$ cat src/rtl/mpb_pkg.sv
package mpb_pkg;

  typedef enum logic [1:0] {
    ST_FILL = 2'd0,
    ST_PAD  = 2'd1,
    ST_TAIL = 2'd2
  } mpb_state_e;

  // what the block former builds this cycle
  typedef enum logic [1:0] {
    FORM_DATA = 2'd0,  // full block of message bytes
    FORM_PAD  = 2'd1,  // remainder, 0x80, zeros, optional length
    FORM_TAIL = 2'd2   // zeros plus length
  } form_e;

endpackage

$ cat src/rtl/mpb_len_counter.sv
module mpb_len_counter #(
  parameter int LEN_W = 64,
  localparam int CNT_W = LEN_W - 3
) (
  input  logic             clk,
  input  logic             rst,
  input  logic             clr,
  input  logic             inc,
  output logic [LEN_W-1:0] bit_len
);

  logic [CNT_W-1:0] byte_cnt;

  always_ff @(posedge clk) begin
    if (rst || clr) begin
      byte_cnt <= '0;
    end else if (inc) begin
      byte_cnt <= byte_cnt + CNT_W'(1);
    end
  end

  // bits = bytes * 8
  assign bit_len = {byte_cnt, 3'b000};

endmodule

$ cat src/rtl/mpb_byte_store.sv
module mpb_byte_store #(
  parameter int NBYTES = 64,
  localparam int IDX_W = $clog2(NBYTES),
  localparam int BLK_W = NBYTES * 8
) (
  input  logic             clk,
  input  logic             wr_en,
  input  logic [IDX_W-1:0] wr_idx,
  input  logic [7:0]       wr_byte,
  output logic [BLK_W-1:0] stored
);

  logic [7:0] mem [NBYTES];

  always_ff @(posedge clk) begin
    if (wr_en) begin
      mem[wr_idx] <= wr_byte;
    end
  end

  for (genvar i = 0; i < NBYTES; i++) begin : g_flat
    assign stored[BLK_W-1-8*i -: 8] = mem[i];
  end

endmodule

$ cat src/rtl/mpb_block_former.sv
module mpb_block_former
  import mpb_pkg::*;
#(
  parameter int NBYTES = 64,
  parameter int LEN_W  = 64,
  localparam int IDX_W   = $clog2(NBYTES),
  localparam int BLK_W   = NBYTES * 8,
  localparam int LEN_POS = NBYTES - LEN_W / 8
) (
  input  form_e            mode,
  input  logic [IDX_W-1:0] fill,
  input  logic             with_len,
  input  logic [BLK_W-1:0] stored,
  input  logic [7:0]       in_byte,
  input  logic [LEN_W-1:0] bit_len,
  output logic [BLK_W-1:0] blk
);

  for (genvar i = 0; i < NBYTES; i++) begin : g_byte
    localparam logic [IDX_W-1:0] POS = IDX_W'(i);
    localparam bit IS_LAST = (i == NBYTES - 1);
    localparam bit IN_LEN  = (i >= LEN_POS);

    logic [7:0] st_b;
    logic [7:0] len_b;
    logic [7:0] ob;

    assign st_b = stored[BLK_W-1-8*i -: 8];

    if (IN_LEN) begin : g_len
      assign len_b = bit_len[LEN_W-1-8*(i-LEN_POS) -: 8];
    end else begin : g_nolen
      assign len_b = 8'h00;
    end

    always_comb begin
      ob = 8'h00;
      case (mode)
        FORM_DATA: begin
          ob = IS_LAST ? in_byte : st_b;
        end
        FORM_PAD: begin
          if (fill > POS) begin
            ob = st_b;
          end else if (fill == POS) begin
            ob = 8'h80;
          end else begin
            ob = 8'h00;
          end
          if (with_len && IN_LEN) begin
            ob = len_b;
          end
        end
        FORM_TAIL: begin
          ob = IN_LEN ? len_b : 8'h00;
        end
        default: ob = 8'h00;
      endcase
    end

    assign blk[BLK_W-1-8*i -: 8] = ob;
  end

endmodule

$ cat src/rtl/msg_pad_blocker.sv
module msg_pad_blocker
  import mpb_pkg::*;
#(
  parameter int BLK_BYTES = 64,
  parameter int LEN_W     = 64,
  localparam int BLK_W    = BLK_BYTES * 8,
  localparam int IDX_W    = $clog2(BLK_BYTES),
  localparam int LAST_FIT = BLK_BYTES - LEN_W / 8
) (
  input  logic             clk,
  input  logic             rst,
  input  logic             in_valid,
  input  logic [7:0]       in_byte,
  input  logic             in_last,
  input  logic             in_empty,
  output logic             in_ready,
  output logic             blk_valid,
  output logic [BLK_W-1:0] blk_data,
  output logic             blk_final,
  input  logic             blk_ready
);

  mpb_state_e       state;
  logic [IDX_W-1:0] fill;
  logic             accept, is_data, blk_full;
  logic             pad_go, tail_go, one_pad, load, final_now;
  form_e            mode;
  logic [BLK_W-1:0] stored, formed;
  logic [LEN_W-1:0] bit_len;

  assign in_ready  = (state == ST_FILL) && !blk_valid;
  assign accept    = in_valid && in_ready;
  assign is_data   = accept && !in_empty;
  assign blk_full  = is_data && (fill == IDX_W'(BLK_BYTES - 1));
  assign pad_go    = (state == ST_PAD) && !blk_valid;
  assign tail_go   = (state == ST_TAIL) && !blk_valid;
  assign one_pad   = fill < IDX_W'(LAST_FIT);
  assign load      = blk_full || pad_go || tail_go;
  assign final_now = (pad_go && one_pad) || tail_go;

  always_comb begin
    if (blk_full) begin
      mode = FORM_DATA;
    end else if (state == ST_TAIL) begin
      mode = FORM_TAIL;
    end else begin
      mode = FORM_PAD;
    end
  end

  mpb_byte_store #(.NBYTES(BLK_BYTES)) u_store (
    .clk     (clk),
    .wr_en   (is_data),
    .wr_idx  (fill),
    .wr_byte (in_byte),
    .stored  (stored)
  );

  mpb_len_counter #(.LEN_W(LEN_W)) u_len (
    .clk     (clk),
    .rst     (rst),
    .clr     (final_now),
    .inc     (is_data),
    .bit_len (bit_len)
  );

  mpb_block_former #(.NBYTES(BLK_BYTES), .LEN_W(LEN_W)) u_form (
    .mode     (mode),
    .fill     (fill),
    .with_len (one_pad),
    .stored   (stored),
    .in_byte  (in_byte),
    .bit_len  (bit_len),
    .blk      (formed)
  );

  // fill index and sequencing
  always_ff @(posedge clk) begin
    if (rst) begin
      state <= ST_FILL;
      fill  <= '0;
    end else begin
      if (is_data) begin
        fill <= blk_full ? '0 : fill + IDX_W'(1);
      end else if (pad_go) begin
        fill <= '0;
      end
      case (state)
        ST_FILL: if (accept && in_last) state <= ST_PAD;
        ST_PAD:  if (pad_go) state <= one_pad ? ST_FILL : ST_TAIL;
        ST_TAIL: if (tail_go) state <= ST_FILL;
        default: state <= ST_FILL;
      endcase
    end
  end

  // registered block output
  always_ff @(posedge clk) begin
    if (rst) begin
      blk_valid <= 1'b0;
      blk_final <= 1'b0;
      blk_data  <= '0;
    end else if (load) begin
      blk_valid <= 1'b1;
      blk_final <= final_now;
      blk_data  <= formed;
    end else if (blk_ready) begin
      blk_valid <= 1'b0;
    end
  end

endmodule

$ cat config.mk
export PLATFORM = sky130hd
export DESIGN_NAME = msg_pad_blocker
export DESIGN_NICKNAME = d
export VERILOG_FILES = /design/src/rtl/mpb_pkg.sv /design/src/rtl/mpb_len_counter.sv /design/src/rtl/mpb_byte_store.sv /design/src/rtl/mpb_block_former.sv /design/src/rtl/msg_pad_blocker.sv
export SDC_FILE = /design/constraint.sdc
export NUM_CORES = 1
export LEC_CHECK = 0
export BUFFER_PORTS_ARGS = -buffer_cell sky130_fd_sc_hd__buf_4
export CAP_MARGIN = 25
export CORE_MARGIN = 2
export CORE_UTILIZATION = 35
export CTS_BUF_LIST = sky130_fd_sc_hd__clkbuf_8
export DETAILED_ROUTE_END_ITERATION = 10
export HOLD_SLACK_MARGIN = 0.03
export PLACE_DENSITY = 0.52
export RECOVER_POWER = 100
export SLEW_MARGIN = 15
export SYNTH_ARGS = -nofsm -noshare
export SYNTH_HDL_FRONTEND = slang
export SYNTH_SLANG_ARGS = --single-unit
$ cat constraint.sdc
create_clock -name clk -period 6.25 [get_ports clk]
set_input_delay 0.3125 -clock clk [delete_from_list [all_inputs] [get_ports clk]]
set_output_delay 0.3125 -clock clk [all_outputs]
set_load 0.005 [all_outputs]
==> metrics.cfg, run 1 <==
[route]
remaining_drc_errors = 0
vias = 28400
drt-pass1-iter-count = 9
ant_nets = 0
wl_per_cell_um = 25.6
routed_wl_um = 137000
viasPerCell = 5.30
initialDrtViolationCount = 2459

[grt]
antenna_found_initial = 4
grt_max_degree = 200
use_met2_pct = 38.4
gr-usage-met3_pct = 6.91
grt_pass1_wl_um = 195000
use_met1_pct = 30.5
busiest_layer = met2
grt_pass1_vias = 27600
track_usage_pct = 23.9
overflow = 0

[synthesis]
synth_enable_flop_cells = 504
synthArstFlopShare_pct = 0
synth-simple-area-share_pct = 12.5
ys.flop_type = dfxtp_1
synth_cell_types = 76
yosysTopAreaCellShare_pct = 39.7
ys_seq_area_share_pct = 70.3
synth_top_area_cell = edfxtp_1
synth.most_common_cell = dfxtp_1
synth_fa_ha_area_share_pct = 0.164
synth-xor-area-share_pct = 0.528
yosysWarningCount = 0
synth_top_family_by_area = compound AO/OA/AOI/OAI gates
synthCells = 3195
synth_compound_area_share_pct = 14.1
syn_nets = 3214
ys_ff_latch = 1087
synth.avg_cell_area_um2 = 11.9
synth_mux_area_share_pct = 0.0263
yosys-top-cells-area = edfxtp_1, dfxtp_1, a22oi_1
synthesis.area_mm2 = 0.0381
synth_common_cells = dfxtp_1, nor2_1, edfxtp_1

[clock_tree]
root_buffer = clkbuf_8
cts_made_buffers = 186
h-tree-depth = 4
cts_buffer_depth = 3
insertion_delay_ps = 870
clk_pin_slew_ps = 60
cts_tree = built
clock_sinks = 1087

[pwr]
p_per_area_mw_per_mm2 = 308
p_leak_nw = 15.5
vdd_ir_drop_max_uv = 204

[timing]
timing.hold.ws_ps = 310
finalCritPeriodShare_pct = 77.3
slew_headroom_pct = -149
skew_ps = 60.5
tightestPinTransition_ps = 3730
drv_slew = 638
timing.fmax_ghz = 0.207
min_period_ps = 4830
tns_ps = 0
setup_viol = 0
hold_viol_final = 0
rsz0062_at_grt = false
setup_slack_ps = 1420

[placed_design]
dp_hpwl_um = 88500
dp_slack_ps = 2390
dp_cells = 4990
gp_congestion = 0.848
portBuffers = 528

[critical_path]
start_kind = flip-flop
critical_path_arrival_ps = 5580
cpLargestDelayFamily = buffers and inverters
cp_slowest_stage_delay_ps = 1120
crit_slowest_cell = clkbuf_1
worstPathMaxFanout = 42
endpoint_kind = flip-flop
path_class = flip-flop to flip-flop
path_cells = clkbuf_1, and3_1, nand4_1, clkbuf_2, a22oi_1, o21ai_0, a21oi_1
crit_buf_inv = 2
required_ps = 7000

[die]
die-area_mm2 = 0.112
fp-row-count = 121
core_area_mm2 = 0.108
fp.dieH_um = 334
io_pins = 529
die_x_um = 334
start_util_pct = 35.2

[layout]
final_util_pct = 42.7
stdcell_count = 5359
nets = 3798
syn_to_final_growth_pct = 21.3
multi_input_area_mm2 = 0.0104
fill_cells = 10600
drive_gt1_share_pct = 14.5
layout.area.seq_mm2 = 0.0268

[status]
status = finished, violations left
failed_checks = capacitance limit, slew limit

[hold_path]
holdCritPathClass = primary input to flip-flop

[flow_run]
maxCapViolCount = 17

[per-stage QoR]
| step | power (W) | cell area, um^2 |
|---|---|---|
| 3_3_place_gp | 0.00805 | 43600 |
| 3_5_place_dp | 0.00806 | 43700 |
| 2_1_floorplan | 0.00782 | 38100 |
| 6_report | 0.0142 | 46200 |
| 5_1_grt | 0.0147 | 46200 |
| 4_1_cts | 0.0144 | 47500 |
[cells in the final DEF (no fill, tap or decap), types with 6 or more instances in the layout]
master | netlist | final
a22o_1 | 21 | 21
or4_1 | 21 | 21
and4_1 | 6 | 6
nor2_1 | 505 | 504
nand4_1 | 18 | 19
and2_1 | 8 | 7
nand2b_1 | 10 | 10
nand3_1 | 150 | 150
dfxtp_1 | 583 | 580
o211ai_1 | 7 | 7
o21ai_0 | 46 | 46
nor2b_1 | 7 | 7
a32oi_1 | 13 | 13
o31ai_1 | 22 | 22
a21oi_1 | 229 | 229
dlygate4sd3_1 | 0 | 12
clkbuf_4 | 0 | 232
edfxtp_1 | 504 | 504
nand2_1 | 214 | 212
xnor2_1 | 6 | 6
clkinv_2 | 0 | 20
buf_4 | 0 | 39
clkinv_1 | 0 | 23
clkbuf_8 | 0 | 221
a211oi_1 | 7 | 6
a222oi_1 | 10 | 10
nor3_1 | 69 | 69
and3_1 | 8 | 8
clkbuf_1 | 199 | 322
or3_1 | 22 | 22
a21o_1 | 7 | 7
xor2_1 | 17 | 17
inv_1 | 16 | 89
a2bb2oi_1 | 7 | 7
a221oi_1 | 35 | 35
a22oi_1 | 303 | 303
a311oi_1 | 25 | 25
[worst min-delay path: stages]
cell	delay, ps
dlygate4sd3_1	540
buf_4	130
nand2b_1	100
a21oi_1	60
[path summary, 6_finish.rpt]
kind,depth (start not counted),slack [ps],from,endpoint
max,7,1420,fill[3]$_SDFFE_PP0P_,blk_data[415]$_SDFFE_PP0P_
max reg2reg,7,1420,fill[3]$_SDFFE_PP0P_,blk_data[415]$_SDFFE_PP0P_
min reg2reg,2,450,blk_data[317]$_SDFFE_PP0P_,blk_data[317]$_SDFFE_PP0P_
min,4,310,blk_ready,blk_valid$_SDFFE_PP0P_
[repair_timing]
item / CTS / global route
hold buffers: 12 / 0
setup buffers: 0 / 0
resized for setup: 0 / 0
endpoints found under the hold margin: 243 / 0
[flip-flops by register name, indices dropped and copies added, names as in the netlist]
name,count
blk_data,512
blk_final,1
blk_valid,1
fill,6
state,2
u_len.byte_cnt,61
u_store.mem,504
[cells by family after synthesis]
logic type | Yosys count
DFF | 1087
muxes | 1
AOI/OAI and AO/OA | 775
and+or+nand+nor | 1070
buffers and inverters | 234
xor gates and xnor gates | 23
adders and majority gates | 5
[routing by layer]
metal,vias up,wire length (um)
li1,13100,-
met1,14100,57100
met2,983,64100
met3,234,10900
met4,0,4850
met5,-,0
[cell type report]
| class | count | share of cell area, % |
|---|---|---|
| repair buffers | 614 | 7.47 |
| diodes | 3 | 0.0162 |
| inverters | 16 | 0.130 |
| multi-input cells | 1874 | 22.6 |
| clock inverters | 130 | 1.44 |
| well taps | 1414 | 3.83 |
| clock buffers | 221 | 6.58 |
| flip-flops and latches | 1087 | 58.0 |
[report_power, final]
group | internal (W) | switching [W] | leakage (nW) | total [W]
combinational | 0.0000716 | 0.000331 | 4.07 | 0.000403
clock | 0.00335 | 0.00299 | 2.18 | 0.00634
sequential | 0.00747 | 0.0000229 | 9.23 | 0.00750
No activity file was read; power rests on OpenSTA's default activity.
==> run 2, diff against run 1 <==
ABC_AREA = 1   (was unset)
PLACE_DENSITY = 0.54   (was 0.52)
clock period = 4.29 ns   (was 6.25 ns; I/O delays follow)
==> run 2 against run 1 <==
The run still ends with capacitance limit, slew limit left. Combinational power is 130% higher. Register-to-register slack lost 870 ps. Cell count increased by 15%. Synthesized cell count up 23%. Die area is 4.1% higher. Largest power group unchanged.
==> metrics.cfg, run 2 <==
[die]
fp.dieH_um = 341  ; +2.0%
fp-row-count = 123  ; +1.7%
start_util_pct = 35.3  ; +0.13 points
die-area_mm2 = 0.116  ; +4.1%
core_area_mm2 = 0.112  ; +3.8%
io_pins = 529  ; unchanged
die_x_um = 341  ; +2.0%

[synthesis]
ys_seq_area_share_pct = 67.5  ; -2.8 points
synthCells = 3918  ; +23%
synth_top_area_cell = edfxtp_1
ys.flop_type = dfxtp_1
synth_common_cells = nand2_1, dfxtp_1, a21oi_1
ys_ff_latch = 1087  ; unchanged
synthesis.area_mm2 = 0.0397  ; +4.2%
yosys-top-cells-area = edfxtp_1, dfxtp_1, a21oi_1
yosysWarningCount = 0  ; unchanged
yosysTopAreaCellShare_pct = 38.1  ; -1.6 points
synth.most_common_cell = nand2_1
synthArstFlopShare_pct = 0  ; unchanged
synth_enable_flop_cells = 504  ; unchanged
synth.avg_cell_area_um2 = 10.1  ; -15%
synth_cell_types = 44  ; -42%
syn_nets = 3937  ; +22%

[timing]
tns_ps = 0  ; unchanged
finalCritPeriodShare_pct = 87.4
timing.fmax_ghz = 0.267
rsz0062_at_grt = false
setup_viol = 0  ; unchanged
slew_headroom_pct = -131  ; +18 points
hold_viol_final = 0  ; unchanged
drv_slew = 558  ; -13%
setup_slack_ps = 541  ; -875 ps
timing.hold.ws_ps = 281  ; -29.0 ps
min_period_ps = 3750
tightestPinTransition_ps = 3470  ; -263 ps
skew_ps = 28.9  ; -31.6 ps

[critical_path]
start_kind = primary input
worstPathMaxFanout = 34  ; -19%
critical_path_arrival_ps = 4540  ; -1040 ps
endpoint_kind = flip-flop
required_ps = 5080  ; -1920 ps
path_class = primary input to flip-flop

[layout]
largest_reg_flops = 512  ; unchanged
final_util_pct = 42.9  ; +0.24 points
multi_input_area_mm2 = 0.0113  ; +8.4%
syn_to_final_growth_pct = 21.6
fill_cells = 11100  ; +4.5%
nets = 4534  ; +19%
layout.area.seq_mm2 = 0.0268  ; about the same
layout_commonest_cell = nand2_1
top_register = blk_data
top_regs = blk_data: 512 flops, u_store.mem: 504 flops, u_len.byte_cnt: 61 flops
final_cell_mix = nand2_1, dfxtp_1, a21oi_1
drive_gt1_share_pct = 14.2  ; -0.26 points

[flow_run]
maxCapViolCount = 10  ; -7

[pwr]
p_comb_share_pct = 4.4  ; +1.6 points
p_switching_w = 0.00515  ; +54%
swShare_pct = 24.2  ; +0.75 points
p_per_area_mw_per_mm2 = 440  ; +43%
p_leak_nw = 17.7  ; +14%
seqPwrFrac_pct = 52.4  ; -0.3 points
power_frac_clock_pct = 43.2  ; -1.3 points
vdd_ir_drop_max_uv = 313  ; +54%
p_int_w = 0.0161  ; +48%

[clock_tree]
cts_made_buffers = 184  ; -1.1%
cts_resized = 0  ; unchanged
clock_sinks = 1087  ; unchanged
h-tree-depth = 4  ; unchanged
cts_tree = built
insertion_delay_ps = 870  ; about the same
root_buffer = clkbuf_8
clk_pin_slew_ps = 60  ; about the same
cts_buffer_depth = 3  ; unchanged
postCtsSetupRepairBufs = 0  ; unchanged

[placed_design]
portBuffers = 528  ; unchanged
dp_hpwl_um = 95200  ; +7.5%
gp_congestion = 0.967  ; +14%
dp_slack_ps = 1020  ; -1370 ps

[route]
drt-pass1-iter-count = 6  ; -3
viasPerCell = 5.08  ; -4.2%
ant_nets = 0  ; unchanged
vias = 31400  ; +10%
initialDrtViolationCount = 2992  ; +22%
wl_per_cell_um = 23.1  ; -9.4%
routed_wl_um = 143000  ; +4.4%
remaining_drc_errors = 0  ; unchanged

[hold_path]
holdCritPathClass = primary input to flip-flop

[grt]
antenna_found_initial = 5  ; +1
overflow = 0  ; unchanged
track_usage_pct = 23.9  ; about the same
grt_pass1_vias = 30100  ; +9.0%
grt_pass1_wl_um = 206000  ; +5.4%
grt_max_degree = 208  ; +4.0%

[status]
failed_checks = capacitance limit, slew limit
status = finished, violations left

## run 2: cell count changes in the layout (fill, tap and decap cells not counted), sizes merged, moves of 22 or more
cell / previous run / this run
nand2: 214 / 673
o21ai: 48 / 373
a21oi: 231 / 551
a22oi: 303 / 10
inv: 95 / 268
nor2: 505 / 424
nand3: 151 / 203
a31oi: 5 / 43
a221oi: 38 / 1
nor3: 69 / 35
a311oi: 25 / 0
nand4: 19 / 41
or3: 22 / 0
## run 2: cell type report
class | count | share of cell area [%]
clock inverter | 133 | 1.53
antenna | 5 | 0.0259
sequential | 1087 | 55.5
multi-input combinational | 2445 | 23.4
tap | 1500 | 3.89
clock buffer | 213 | 6.07
timing repair buffer | 626 | 8.14
inverter | 171 | 1.36
## run 2: cells by family after synthesis
group / share of synthesized area [%]
flip-flops: 67.5
adder cells (fa/ha/maj): 0.158
XOR/XNOR: 0.397
AO/OA/AOI/OAI: 13.4
buffers and inverters: 4.04
AND/OR/NAND/NOR: 14.5
## run 2: repair_timing
item	4_1_cts	5_1_grt
setup endpoints to repair	0	0
endpoints found under the hold margin	395	0
hold buffers	15	0
## run 2: path summary, 6_finish.rpt
check                                         startpoint                          to  slack [ps]  cells after the start
worst min-delay path                           blk_ready      blk_valid$_SDFFE_PP0P_         280                      5
worst max register to register      fill[5]$_SDFFE_PP0P_  blk_data[190]$_SDFFE_PP0P_         550                      7
worst min register to register  blk_data[1]$_SDFFE_PP0P_    blk_data[1]$_SDFFE_PP0P_         460                      2
worst max-delay path                          in_byte[2]    blk_data[2]$_SDFFE_PP0P_         540                      5
## run 2: power groups by stage
stage / logic [W] / registers [W] / clock network, W
global placement: 0.000983 / 0.0113 / 0
global route: 0.00102 / 0.0111 / 0.00984
CTS: 0.00101 / 0.0111 / 0.00938
finish: 0.000936 / 0.0111 / 0.00919
detailed placement: 0.000989 / 0.0113 / 0
floorplan: 0.000397 / 0.0113 / 0
## run 2: per-stage QoR
| stage | total power [W] | instances | instance area (um^2) |
|---|---|---|---|
| floorplan | 0.0117 | 3918 | 39700 |
| global placement | 0.0123 | 5807 | 45300 |
| detailed placement | 0.0123 | 5812 | 45300 |
| CTS | 0.0215 | 6173 | 49200 |
| global route | 0.0220 | 6176 | 48300 |
| finish | 0.0213 | 6180 | 48300 |
## run 2: critical path: stages
cell	delay, ps
dlygate4sd3_1	520
clkbuf_1	2050
clkbuf_2	1160
nand2_1	310
a21oi_1	230
## run 2: metal layers
| layer | vias up | GRT usage (%) | routed length (um) |
|---|---|---|---|
| met5 | - | 0 | 11 |
| met4 | 2 | 6.48 | 3520 |
| met3 | 207 | 6.95 | 12300 |
| met2 | 1124 | 37.9 | 65300 |
| met1 | 15200 | 32.0 | 61900 |
| li1 | 14800 | - | - |
